**src/rtl/lcv_status_pkg.sv**
```systemverilog
package lcv_status_pkg;

  // Bits needed to hold the values 0..n inclusive, never less than one.
  function automatic int unsigned hold_w(input int unsigned n);
    int unsigned w;
    w = $clog2(n + 1);
    return (w < 1) ? 1 : w;
  endfunction

  // Indices of the uncapped toggles in the fine divider bank.
  typedef enum int unsigned {
    IDX_FINE = 0,
    IDX_MID  = 1
  } fine_idx_e;

  localparam int unsigned N_UNCAPPED = 2;

endpackage

```
**src/rtl/lcv_rst_sync.sv**
```systemverilog
module lcv_rst_sync (
  input  logic clk,
  input  logic rst_n,
  output logic rst_n_sync
);

  logic [1:0] stage_q;

  always_ff @(posedge clk or negedge rst_n) begin
    if (!rst_n) begin
      stage_q <= 2'b00;
    end else begin
      stage_q <= {stage_q[0], 1'b1};
    end
  end

  assign rst_n_sync = stage_q[1];

endmodule

```
**src/rtl/lcv_toggle_div.sv**
```systemverilog
module lcv_toggle_div #(
  parameter int unsigned DIV = 64
) (
  input  logic clk,
  input  logic rst_n,
  input  logic step_i,
  output logic tgl_o
);

  import lcv_status_pkg::*;

  localparam int unsigned CW = hold_w(DIV - 1);
  localparam logic [CW-1:0] LAST = CW'(DIV - 1);

  logic [CW-1:0] cnt_q, cnt_d;
  logic          tgl_q, tgl_d;
  logic          wrap;

  always_comb begin
    wrap  = step_i && (cnt_q == LAST);
    cnt_d = cnt_q;
    tgl_d = tgl_q;
    if (step_i) begin
      cnt_d = wrap ? '0 : cnt_q + 1'b1;
    end
    if (wrap) begin
      tgl_d = ~tgl_q;
    end
  end

  always_ff @(posedge clk or negedge rst_n) begin
    if (!rst_n) begin
      cnt_q <= '0;
      tgl_q <= 1'b0;
    end else if (step_i) begin
      cnt_q <= cnt_d;
      tgl_q <= tgl_d;
    end
  end

  assign tgl_o = tgl_q;

endmodule

```
**src/rtl/lcv_interval_timer.sv**
```systemverilog
module lcv_interval_timer #(
  parameter int unsigned LIMIT = 96
) (
  input  logic                               clk,
  input  logic                               rst_n,
  input  logic                               tick_i,
  input  logic                               restart_i,
  output logic                               elapsed_o,
  output logic [lcv_status_pkg::hold_w(LIMIT)-1:0] ticks_o
);

  import lcv_status_pkg::*;

  localparam int unsigned TW = hold_w(LIMIT);
  localparam logic [TW-1:0] TOP = TW'(LIMIT);

  logic [TW-1:0] ticks_q, ticks_d;
  logic          done;
  logic          en;

  always_comb begin
    done    = (ticks_q == TOP);
    en      = restart_i || (tick_i && !done);
    ticks_d = ticks_q;
    if (restart_i) begin
      ticks_d = '0;
    end else if (tick_i && !done) begin
      ticks_d = ticks_q + 1'b1;
    end
  end

  always_ff @(posedge clk or negedge rst_n) begin
    if (!rst_n) begin
      ticks_q <= TOP;
    end else if (en) begin
      ticks_q <= ticks_d;
    end
  end

  assign elapsed_o = done;
  assign ticks_o   = ticks_q;

endmodule

```
**src/rtl/lcv_coarse_gate.sv**
```systemverilog
module lcv_coarse_gate #(
  parameter int unsigned THRESH = 256
) (
  input  logic                                  clk,
  input  logic                                  rst_n,
  input  logic                                  viol_i,
  input  logic                                  elapsed_i,
  output logic                                  fire_o,
  output logic                                  tgl_o,
  output logic [lcv_status_pkg::hold_w(THRESH)-1:0] cnt_o
);

  import lcv_status_pkg::*;

  localparam int unsigned CW = hold_w(THRESH);
  localparam logic [CW-1:0] FULL     = CW'(THRESH);
  localparam logic [CW-1:0] NEARFULL = CW'(THRESH - 1);

  logic [CW-1:0] cnt_q, cnt_d;
  logic          tgl_q, tgl_d;
  logic          reached;
  logic          fire;
  logic          en;

  always_comb begin
    reached = (cnt_q == FULL) || (viol_i && (cnt_q == NEARFULL));
    fire    = reached && elapsed_i;
    en      = fire || (viol_i && (cnt_q != FULL));
    cnt_d   = cnt_q;
    tgl_d   = tgl_q ^ fire;
    if (fire) begin
      cnt_d = '0;
    end else if (viol_i && (cnt_q != FULL)) begin
      cnt_d = cnt_q + 1'b1;
    end
  end

  always_ff @(posedge clk or negedge rst_n) begin
    if (!rst_n) begin
      cnt_q <= '0;
      tgl_q <= 1'b0;
    end else if (en) begin
      cnt_q <= cnt_d;
      tgl_q <= tgl_d;
    end
  end

  assign fire_o = fire;
  assign tgl_o  = tgl_q;
  assign cnt_o  = cnt_q;

endmodule

```
**src/rtl/lcv_status.sv**
```systemverilog
module lcv_status #(
  parameter int unsigned VIOL_COARSE  = 256,
  parameter int unsigned VIOL_MID     = 128,
  parameter int unsigned VIOL_FINE    = 64,
  parameter int unsigned MIN_INTERVAL = 96
) (
  input  logic clk,
  input  logic rst_n,
  input  logic viol_pulse_i,
  input  logic ms_tick_i,
  output logic stat_coarse_o,
  output logic stat_mid_o,
  output logic stat_fine_o
);

  import lcv_status_pkg::*;

  localparam int unsigned CW = hold_w(VIOL_COARSE);
  localparam int unsigned TW = hold_w(MIN_INTERVAL);
  localparam logic [N_UNCAPPED-1:0][31:0] DIVS = {32'(VIOL_MID), 32'(VIOL_FINE)};

  logic                  rst_n_int;
  logic                  elapsed;
  logic                  fire;
  logic [CW-1:0]         coarse_cnt;
  logic [TW-1:0]         interval_ticks;
  logic [N_UNCAPPED-1:0] uncapped;

  lcv_rst_sync u_rst_sync (
    .clk        (clk),
    .rst_n      (rst_n),
    .rst_n_sync (rst_n_int)
  );

  lcv_interval_timer #(.LIMIT(MIN_INTERVAL)) u_timer (
    .clk       (clk),
    .rst_n     (rst_n_int),
    .tick_i    (ms_tick_i),
    .restart_i (fire),
    .elapsed_o (elapsed),
    .ticks_o   (interval_ticks)
  );

  lcv_coarse_gate #(.THRESH(VIOL_COARSE)) u_coarse (
    .clk       (clk),
    .rst_n     (rst_n_int),
    .viol_i    (viol_pulse_i),
    .elapsed_i (elapsed),
    .fire_o    (fire),
    .tgl_o     (stat_coarse_o),
    .cnt_o     (coarse_cnt)
  );

  for (genvar g = 0; g < N_UNCAPPED; g++) begin : g_uncapped
    lcv_toggle_div #(.DIV(int'(DIVS[g]))) u_div (
      .clk    (clk),
      .rst_n  (rst_n_int),
      .step_i (viol_pulse_i),
      .tgl_o  (uncapped[g])
    );
  end

  assign stat_fine_o = uncapped[IDX_FINE];
  assign stat_mid_o  = uncapped[IDX_MID];

endmodule

```
**config.mk**
```make
export PLATFORM = sky130hd
export DESIGN_NAME = lcv_status
export DESIGN_NICKNAME = d
export VERILOG_FILES = /design/src/rtl/lcv_status_pkg.sv /design/src/rtl/lcv_rst_sync.sv /design/src/rtl/lcv_toggle_div.sv /design/src/rtl/lcv_interval_timer.sv /design/src/rtl/lcv_coarse_gate.sv /design/src/rtl/lcv_status.sv
export SDC_FILE = /design/constraint.sdc
export NUM_CORES = 1
export LEC_CHECK = 0
export BUFFER_PORTS_ARGS = -buffer_cell sky130_fd_sc_hd__buf_2
export CAP_MARGIN = 20
export CORE_MARGIN = 2
export CORE_UTILIZATION = 64
export DETAILED_ROUTE_END_ITERATION = 8
export GPL_TIMING_DRIVEN = 0
export PLACE_DENSITY = 0.82
export SETUP_SLACK_MARGIN = 0.02
export SLEW_MARGIN = 20
export SYNTH_ARGS = -nofsm -noshare
export SYNTH_HDL_FRONTEND = slang
export SYNTH_SLANG_ARGS = --single-unit
```
**constraint.sdc**
```tcl
create_clock -name clk -period 2.05 [get_ports clk]
set_input_delay 0.1025 -clock clk [delete_from_list [all_inputs] [get_ports clk]]
set_output_delay 0.1025 -clock clk [all_outputs]
set_load 0.005 [all_outputs]
```
==> reports/summary.txt <==
========================================================================================
Cell taking the most area after synthesis                                        dfrtp_1
Remaining antenna violation count                                                      0
Antenna violations before repair                                                       0
Clock-pin slew on the worst setup and hold paths                                 0.11 ns
F_max                                                                         0.5114 GHz
Io pins                                                                                7
Hold Crit Class                                                             primary input to asynchronous set/reset pin
Worst IR Drop VDD                                                               870.8 uV
Post-synthesis instance total                                                        152
Combined area of the multi-input logic cells                                 735.7 sq um
Via-per-instance ratio                                                             5.638
Maximum clock skew at final layout                                           0.009200 ns
Count of final setup violators                                                         0
Biggest area contributors in the synthesized netlist                        dfrtp_1 49%, xor2_1 5.9%, ha_1 5.3%, xnor2_1 5.3%, nor2_1 4.8%
Core ar.                                                                    0.002455 sq mm
Global-route wire length before repair                                           4726 um
Leakage                                                                        0.8250 nW
Number of enable-type register cells in the synthesized netlist                        0
Endpoint class of the critical path                                            flip-flop
FP Rows                                                                               18
Req. time, crit path                                                             2.26 ns
Die width                                                                       54.65 um
Avg Inst Size Synth                                                          10.80 sq um
Pwr/cell area                                                               1193 mW/mm^2
TritonCTS sink count                                                                  34
Worst r2r src                                                               u_coarse.cnt_o[1]$_DFFE_PN0P_
CTS tree                                                                           built
Vias                                                                                1122
Die area                                                                    0.002986 sq mm
Global-route usage over all layers                                                23.69%
TNS Setup                                                                           0 ns
Crit. Startpoint                                                            u_coarse.cnt_o[1]$_DFFE_PN0P_
Most instantiated library cell after synthesis                                   dfrtp_1
Final worst setup slack                                                       0.09463 ns
Pin count of the biggest net entering global routing                                  33
Share of synthesized flip-flops with an asynchronous set or reset                 100.0%
Signed area change from the synthesized netlist to the final layout               9.832%
Maximum net fanout on the critical path                                                5
Crit-path most repeated cell                                                        ha_1
Arrival time reported for the critical path endpoint                             2.17 ns
Portion of the clock cycle consumed by the worst path in the final layout         95.38%
Syn Nets                                                                             163
Root Driver                                                                     clkbuf_4
Number of global-route vias before repair                                           1097
Post-synth cell types                                                                 31
Bufs on Longest Clock Path                                                             2
Final routed DRC violation total                                                       0
Cell area after synthesis                                                   0.001642 sq mm
Largest incremental delay on the critical path                                   0.49 ns
Share of cells above drive strength 1                                             15.98%
Wire length reported by the detailed router                                      2883 um
Final min period                                                                1.955 ns
Number of max-capacitance violations reported                                          0
Setup WS pre-CTS                                                              0.06403 ns
Die extent in y                                                                 54.65 um
Ys flop type                                                                     dfrtp_1
Violation count after the first detailed-routing iteration                            31
Fin nets                                                                             179
Final hold violations                                                                  0
Worst-Margin Slew                                                              0.6627 ns
Slew HR                                                                           55.82%
Number of antenna diodes                                                               0
Source-to-sink clock delay at the later pin of the worst-skew pair               0.34 ns
Area share of the leading cell type in the synthesized netlist                    48.78%
Pre-Repair DR Iteration Count                                                          4
Buffers added on ports                                                                 5
Effective utilization at floorplan                                                66.87%
Overflow after GRT                                                                     0
Worst hold slack across all endpoints                                         0.05055 ns
Dpl hpwl                                                                         2012 um
CTS H-tree depth                                                                       2
Yosys warning total                                                                    0
Storage element area                                                         855.8 sq um
Critical-path top delay cell                                                   a2111oi_4
Clock buffer count from CTS                                                            5
Result of the run                                                           finished, final reports clean
Number of fill cells in the layout                                                   179
Commonest cells in the netlist                                              32 x dfrtp_1, 21 x nor2_1, 14 x nand2_1, 11 x xor2_1
Type of the setup path with the least slack                                 flip-flop to flip-flop
Cell-by-cell listing of the critical path                                   ha_1 -> nand3_1 -> nor2_1 -> ha_1 -> nand2_1 -> a2111oi_4 -> buf_4 -> o22ai_1
FF+latch count, synth                                                                 34
Number of max-slew violations in the final report                                      0
Worst setup SP type                                                            flip-flop
Routed length per placed instance                                               14.49 um
Share of synthesized area occupied by flip-flops and latches                      51.98%
Final RePlAce weighted congestion                                                 0.7566
========================================================================================
==> state kept, by name, indices dropped and copies added (netlist names) <==
| name | flops |
|---|---|
| g_uncapped.u_div.cnt_q | 13 |
| u_rst_sync.stage_q | 2 |
| u_coarse.cnt_o | 9 |
| g_uncapped.u_div.tgl_o | 2 |
| u_coarse.tgl_o | 1 |
| u_timer.ticks_o | 7 |
==> layout by cell type, fill, tap and decap left out, types with 3 or more instances in the layout <==
master,n
and3_1,3
buf_2,5
buf_4,3
clkbuf_4,5
dfrtp_1,30
ha_1,7
inv_1,9
mux2_2,3
nand2_1,14
nand2b_1,4
nand4_1,10
nor2_1,21
o21ai_0,3
xnor2_1,10
xor2_1,11
==> power by group <==
group          internal (mW)  switching (mW)  leakage [nW]
logic                  0.301           0.273         0.387
registers              0.909           0.273         0.404
clock network          0.165           0.230        0.0343
==> cells by family after synthesis <==
logic type,count (synthesis),synth area share [%]
and+or+nand+nor,61,19.05
DFF,34,51.98
xor gates and xnor gates,21,11.20
AOI/OAI and AO/OA,12,6.326
buffers and inverters,12,3.201
adders and majority gates,7,5.335
muxes,4,2.668
other,1,0.2284
==> critical path, delay by kind of cell (launching register included) <==
| family | cells | cell delay (ns) |
|---|---|---|
| and+or+nand+nor | 3 | 0.31 |
| DFF | 1 | 0.41 |
| adders and majority gates | 2 | 0.38 |
| buffers and inverters | 1 | 0.19 |
| AOI/OAI and AO/OA | 2 | 0.55 |
==> per-stage QoR <==
step | total power [mW] | std cells | util (%) | area, sq um
finish | 2.150 | 199 | 73.45 | 1803
global route | 2.308 | 199 | 73.45 | 1803
CTS | 2.153 | 196 | 72.48 | 1779
detailed placement | 1.750 | 187 | 69.47 | 1705
global placement | 1.679 | 187 | 69.42 | 1704
floorplan | 1.588 | 152 | - | 1642
==> what timing repair did <==
item	4_1_cts	5_1_grt
hold buffers	1	0
setup buffers	0	3
gates resized for setup	0	1
hold endpoints to repair	2	0
setup endpoints to repair	0	12
==> final timing paths <==
kind / end / slack (ns) / depth (start not counted)
max: u_timer.ticks_o[1]$_DFFE_PN0P_ / 0.09 / 8
min: u_rst_sync.stage_q[1]$_DFF_PN0_ / 0.05 / 2
max reg2reg: u_timer.ticks_o[1]$_DFFE_PN0P_ / 0.09 / 8
min reg2reg: g_uncapped[0].u_div.cnt_q[4]$_DFFE_PN0P_ / 0.31 / 0
max in group asynchronous: u_coarse.cnt_o[3]$_DFFE_PN0P_ / 1.26 / 0
min in group clk: u_timer.ticks_o[3]$_DFFE_PN0P_ / 0.07 / 3
==> layer usage <==
layer  GRT usage (%)  part of all wire [%]  up-vias
met3           9.016                   3.6        8
met2           39.48                    51       20
li1                -                     -      541
met4           11.25                   2.2        0
met1           26.44                    43      553
met5               0                     0        -
==> area by class of cell <==
class	count	area share [%]
sequential	34	47.47
clock inverter	2	0.6940
multi-input combinational	106	40.81
timing repair buffer	9	3.192
inverter	9	1.874
clock buffer	6	2.845
tap	30	2.082
buffer	3	1.041
No activity file was read; power rests on OpenSTA's default activity.
